## config.mk

```make
export PLATFORM = sky130hd
export DESIGN_NAME = clkpm_unit
export DESIGN_NICKNAME = d
export VERILOG_FILES = /design/src/rtl/clkpm_pkg.sv /design/src/rtl/clkpm_control.sv /design/src/rtl/clkpm_datapath.sv /design/src/rtl/clkpm_unit.sv
export SDC_FILE = /design/constraint.sdc
export NUM_CORES = 1
export LEC_CHECK = 0
export BUFFER_PORTS_ARGS = -buffer_cell sky130_fd_sc_hd__buf_2
export CAP_MARGIN = 20
export CORE_AREA = 4 4 41 43
export CTS_BUF_LIST = sky130_fd_sc_hd__clkbuf_8
export CTS_CLUSTER_SIZE = 14
export DETAILED_ROUTE_END_ITERATION = 8
export DIE_AREA = 0 0 45 47
export SYNTH_ARGS = -nofsm -noshare
export SYNTH_HDL_FRONTEND = slang
export SYNTH_HIERARCHICAL = 1
export SYNTH_SLANG_ARGS = --single-unit
```

## constraint.sdc

```tcl
create_clock -name clk -period 0.9 [get_ports clk]
set_input_delay 0.09 -clock clk [delete_from_list [all_inputs] [get_ports clk]]
set_output_delay 0.09 -clock clk [all_outputs]
set_load 0.05 [all_outputs]
```

## src/rtl/clkpm_pkg.sv

```systemverilog
package clkpm_pkg;
  localparam int unsigned CTRL_BITS = 4;
  localparam int unsigned STOP_BIT  = 0;
  localparam int unsigned SLOW_BIT  = 1;
  localparam int unsigned UART_BIT  = 2;
  localparam int unsigned INT_BIT   = 3;

  typedef struct packed {
    logic loadCtrl;
    logic wakeStop;
    logic boost;
  } pmStrobe_t;
endpackage

```

## src/rtl/clkpm_control.sv

```systemverilog
module clkpm_control
  import clkpm_pkg::*;
(
  input  logic      regWrEn,
  input  logic      uartBusy,
  input  logic      intReq,
  input  logic      intInService,
  input  logic      uartBoostEn,
  input  logic      intBoostEn,
  output pmStrobe_t strb
);
  logic uartBoost;
  logic intBoost;

  always_comb begin
    uartBoost     = uartBoostEn & uartBusy;
    intBoost      = intBoostEn & (intReq | intInService);
    strb.loadCtrl = regWrEn;
    // a pending interrupt always ends stop mode, regardless of enables
    strb.wakeStop = intReq;
    strb.boost    = uartBoost | intBoost;
  end
endmodule

```

## src/rtl/clkpm_datapath.sv

```systemverilog
module clkpm_datapath
  import clkpm_pkg::*;
(
  input  logic                 clk,
  input  logic                 rstN,
  input  pmStrobe_t            strb,
  input  logic [CTRL_BITS-1:0] wrBits,
  output logic [CTRL_BITS-1:0] ctrlBits,
  output logic                 stopInd,
  output logic                 slowInd
);
  logic [CTRL_BITS-1:0] ctrlNext;
  logic                 slowNext;

  always_comb begin
    ctrlNext = strb.loadCtrl ? wrBits : ctrlBits;
    // hardware wake overrides a software stop request in the same cycle
    if (strb.wakeStop) ctrlNext[STOP_BIT] = 1'b0;
    slowNext = ctrlNext[SLOW_BIT] & ~ctrlNext[STOP_BIT] & ~strb.boost;
  end

  always_ff @(posedge clk or negedge rstN) begin
    if (!rstN) begin
      ctrlBits <= '0;
      slowInd  <= 1'b0;
    end else begin
      ctrlBits <= ctrlNext;
      slowInd  <= slowNext;
    end
  end

  assign stopInd = ctrlBits[STOP_BIT];
endmodule

```

## src/rtl/clkpm_unit.sv

```systemverilog
module clkpm_unit
  import clkpm_pkg::*;
#(
  parameter int unsigned DATA_W = 8
) (
  input  logic              clk,
  input  logic              rstN,
  input  logic              regWrEn,
  input  logic [DATA_W-1:0] regWrData,
  output logic [DATA_W-1:0] regRdData,
  input  logic              uartBusy,
  input  logic              intReq,
  input  logic              intInService,
  output logic              stopInd,
  output logic              slowInd
);
  localparam int unsigned PAD_W = DATA_W - CTRL_BITS;

  pmStrobe_t            strb;
  logic [CTRL_BITS-1:0] ctrlBits;
  logic                 unusedHiBits;

  assign unusedHiBits = ^regWrData[DATA_W-1:CTRL_BITS];

  clkpm_control u_control (
    .regWrEn      (regWrEn),
    .uartBusy     (uartBusy),
    .intReq       (intReq),
    .intInService (intInService),
    .uartBoostEn  (ctrlBits[UART_BIT]),
    .intBoostEn   (ctrlBits[INT_BIT]),
    .strb         (strb)
  );

  clkpm_datapath u_datapath (
    .clk      (clk),
    .rstN     (rstN),
    .strb     (strb),
    .wrBits   (regWrData[CTRL_BITS-1:0]),
    .ctrlBits (ctrlBits),
    .stopInd  (stopInd),
    .slowInd  (slowInd)
  );

  assign regRdData = {{PAD_W{1'b0}}, ctrlBits};
endmodule

```

# Yosys cells after proc, flatten, opt, wreduce, memory -nomap -nowiden
# Index checks and enable logic that the tools add are counted.
[word_totals]
word_cells = 13
out_inout_bits = 10
reg_bits = 5
input_bits = 14
[op_classes]
bitwise_logic = 8
n_mux = 2
[op_table]
columns = ["operator", "n"]
rows = [
  ["$and 1x1->1", 4],
  ["$mux 2", 1],
  ["$not 1->1", 2],
  ["$or 1x1->1", 2],
  ["$mux 1", 1],
]

# Depth between registers and ports, before layout
[depth]
ltp_word = 5
mapped_depth = 4
ltp_nobuf = 4

# Hierarchy
# The synthesis kept the hierarchy.
[by_module_without_submodules]
columns = ["mod", "cells_per_inst", "area_per_inst_um2", "seq_area_each_um2", "n_inst"]
rows = [
  ["clkpm_datapath", 13, 197.7, 125.1, 1],
  ["clkpm_unit", 5, 33.8, 0.0, 1],
  ["clkpm_control", 5, 27.5, 0.0, 1],
]

# Worst setup path before layout
# No wires, ideal clock.
[synth_timing]
kind = "register to register"
start = "register u_datapath.ctrlBits[1]"
end = "register u_datapath.slowInd"
n_path_buf = 0
required_time_ns = 0.780
period_less_slack_ns = 1.115
stages_incl_launch_ff = 3
setup_ns = 0.120
t_arrival_ns = 0.994
setup_slack_ns = -0.215
cell_sequence = "dfrtp_1 -> mux2_4 -> o211a_1"
[synth_via]
elab_chain_len = 3
[synth_lines]
columns = ["item", "line_no", "source"]
rows = [
  ["start: declaration", "clkpm_datapath.sv:8", "output logic [CTRL_BITS-1:0] ctrlBits,"],
  ["start signal: assignment", "clkpm_datapath.sv:27", "ctrlBits <= ctrlNext;"],
  ["$mux 2", "clkpm_datapath.sv:16", "ctrlNext = strb.loadCtrl ? wrBits : ctrlBits;"],
  ["named net u_datapath.ctrlNext[1]", "clkpm_datapath.sv:12", "logic [CTRL_BITS-1:0] ctrlNext;"],
  ["$and 1x1->1 (2 in a row)", "clkpm_datapath.sv:19", "slowNext = ctrlNext[SLOW_BIT] & ~ctrlNext[STOP_BIT] & ~strb.boost;"],
  ["named net u_datapath.slowNext", "clkpm_datapath.sv:13", "logic slowNext;"],
  ["end signal: assignment", "clkpm_datapath.sv:28", "slowInd <= slowNext;"],
  ["end: declaration", "clkpm_datapath.sv:10", "output logic slowInd"],
]
# The timed path passes the listed nets, and every way through them passes these cells.
# A chain may end at the register's enable or synchronous reset.

# Final worst setup path
# Ends and elaborated chain as after synthesis.

==> flow_metrics.py <==
metrics = {
    "outcome": {
        "status": "completed",
    },
    "timing": {
        "fin_crit_sh": 0.998,
        "hold_slack_ns": 0.0620,
        "max_freq_ghz": 1.11,
        "rsz0062_at_grt": "true",
        "setup_slack_ns": 0.00173,
        "setup_viol": 0,
        "fin_crit_ns": 0.898,
        "slew_viol_final": 0,
        "hold_violations": 0,
        "clock_skew_ns": 0.00158,
    },
    "place": {
        "pre_cts_ws_ns": 0.0167,
        "gp_routability_congestion": 0.609,
        "io_buffers": 15,
    },
    "clocking": {
        "post_cts_buffers": 0,
        "numClockSinks": 5,
        "htree_levels": 1,
        "clkTransAtPathRegs_ns": 0.04,
        "cts_root_buf": "clkbuf_8",
        "cts_buffer_depth": 2,
        "numCtsBuffers": 3,
        "tritoncts": "done",
        "clk_latency_ns": 0.22,
    },
    "yosys": {
        "synth_area_per_cell_um2": 11.3,
        "synth.distinct_cells": 11,
        "ys_warn_count": 6,
        "netlist_instances": 23,
        "yosysMostFrequentCell": "buf_4",
        "synth_top_area_frac": 0.483,
        "ys.flop_type": "dfrtp_1",
        "yosysTopAreaCell": "dfrtp_1",
        "synth_edf_count": 0,
        "syn-cell-area_um2": 259,
        "async_reset_ff_frac": 1.00,
        "synth_common_cells": "buf_4, dfrtp_1, mux2_2, nand2_1",
        "seq_area_frac_synth": 0.483,
        "synth-seq-cells": 5,
        "ys_top_cells_by_area": "dfrtp_1, buf_4, mux2_2",
    },
    "setup_path": {
        "path_max_fanout": 2,
        "critical_path.slowest_cell": "dfrtp_2",
        "path_cells": "mux2_4 -> o211a_1",
        "rrSetupSlack_ns": 0.002,
        "r2r-end": "u_datapath/slowInd",
        "path_depth": 2,
        "crit_end": "u_datapath/slowInd",
        "path_buf_inv": 0,
        "arrival_ns": 1.00,
        "start_kind": "flip-flop",
        "max_stage_delay_ns": 0.40,
        "worstPathRequired_ns": 1.00,
        "crit_family": "flip-flops",
        "crit_start": "u_datapath/ctrlBits[1]",
        "r2r.worst_path.cells": 2,
        "r2r-start": "u_datapath/ctrlBits[1]",
        "endpoint_kind": "flip-flop",
        "critical_path_class": "flip-flop to flip-flop",
    },
    "die": {
        "row_count": 13,
        "start_util": 0.199,
        "die-width_um": 45,
        "io-pin-count": 24,
        "die-area_um2": 2120,
        "die_h_um": 47,
        "coreArea_um2": 1300,
    },
    "hold_path": {
        "hp-class": "input port to flip-flop",
    },
    "power": {
        "power_density_nw_per_um2": 2260,
        "ir_worst_vdd_v": 0.000501,
        "p_leak_nw": 0.216,
        "fin_total_pwr_uw": 901,
    },
    "global_routing": {
        "grt_max_degree": 6,
        "antenna_found_initial": 0,
        "grt_pass1_wl_um": 945,
        "grtUsageTotal": 0.0714,
        "gr-total-overflow": 0,
        "grt_pass1_vias": 212,
    },
    "route": {
        "drcViolationCount": 0,
        "detail_route.wl_per_cell_um": 10.8,
        "vias": 204,
        "avgViaCountPerCell": 3.78,
        "ant_nets": 0,
        "first_iter_violations": 2,
        "dr.pass1.iters": 5,
        "wirelength_um": 585,
    },
    "flow_run": {
        "maxCapViolCount": 0,
    },
    "finish": {
        "layout.nets": 54,
        "synthToLayoutAreaGrowth_pct": 53.6,
        "drive_above_1_share": 0.641,
        "final.fill_count": 146,
        "num_antenna_cells": 0,
    },
}
-- power by group --
group	internal [mW]	leakage (nW)	total (mW)	switching, mW
Sequential	0.250	0.0570	0.265	0.0148
Clock	0.292	0.0269	0.401	0.109
Combinational	0.0785	0.133	0.235	0.157
-- sequential cells by signal, summed over array words and instances, names as in the netlist --
name,cells
u_datapath/ctrlBits,4
u_datapath/slowInd,1
-- final cells by class --
type / count / area [um^2] / share of cell area
Sequential cell: 5 / 130 / 0.327
Inverter: 1 / 3.75 / 0.00943
Clock buffer: 3 / 41.3 / 0.104
Multi-Input combinational cell: 13 / 88.8 / 0.223
Tap cell: 15 / 18.8 / 0.0472
Timing Repair Buffer: 16 / 111 / 0.280
Clock inverter: 1 / 3.75 / 0.00943
-- repair_timing --
| action | 4_1_cts | 5_1_grt |
|---|---|---|
| gates resized for setup | 7 | 2 |
| hold buffers | 1 | 0 |
| pin swaps | 0 | 0 |
| hold endpoints to repair | 5 | 0 |
| endpoints found under the setup margin | 5 | 6 |
-- kinds of logic after synthesis --
kind of cell / count (synthesis) / synth area share
buffers and inverters: 8 / 0.217
AO/OA/AOI/OAI: 2 / 0.0580
AND/OR/NAND/NOR: 3 / 0.0435
other: 1 / 0.0145
multiplexers: 4 / 0.184
flip-flops: 5 / 0.483
-- metal layers --
layer | GRT usage | up-vias | wire (um)
li1 | - | 94 | -
met1 | 0.0714 | 94 | 221
met2 | 0.0904 | 16 | 273
met3 | 0.0690 | 0 | 90
met4 | 0.0526 | 0 | 0
met5 | 0 | - | 0
-- layout by cell type, fill, tap and decap left out, drive strengths merged, types with 2 or more instances in the layout --
cell type	instances
buf	14
inv	2
mux2	3
nand2	2
conb	4
dfrtp	5
clkbuf	4
-- worst min path at each step --
| stage | startpoint | end | slack (ns) | depth (start not counted) |
|---|---|---|---|---|
| 2_1_floorplan | rstN | u_datapath/ctrlBits[0] | -0.21 | 0 |
| 3_3_place_gp | rstN | u_datapath/slowInd | -0.09 | 1 |
| 3_5_place_dp | rstN | u_datapath/slowInd | -0.09 | 1 |
| 4_1_cts | intReq | u_datapath/ctrlBits[0] | 0.06 | 2 |
| 5_1_grt | intReq | u_datapath/ctrlBits[0] | 0.07 | 2 |
| 6_report | intReq | u_datapath/ctrlBits[0] | 0.06 | 2 |
-- per-stage QoR --
step / area (um^2) / TNS [ns] / utilization / instances
after floorplan: 275 / -0.150 / - / 26
after global placement: 317 / 0 / 0.243 / 49
after detailed placement: 317 / 0 / 0.243 / 49
after CTS: 392 / -0.0116 / 0.301 / 54
after global routing: 398 / -0.0872 / 0.306 / 54
final: 398 / 0 / 0.306 / 54
Note: power is estimated with default switching activity, not from simulation.
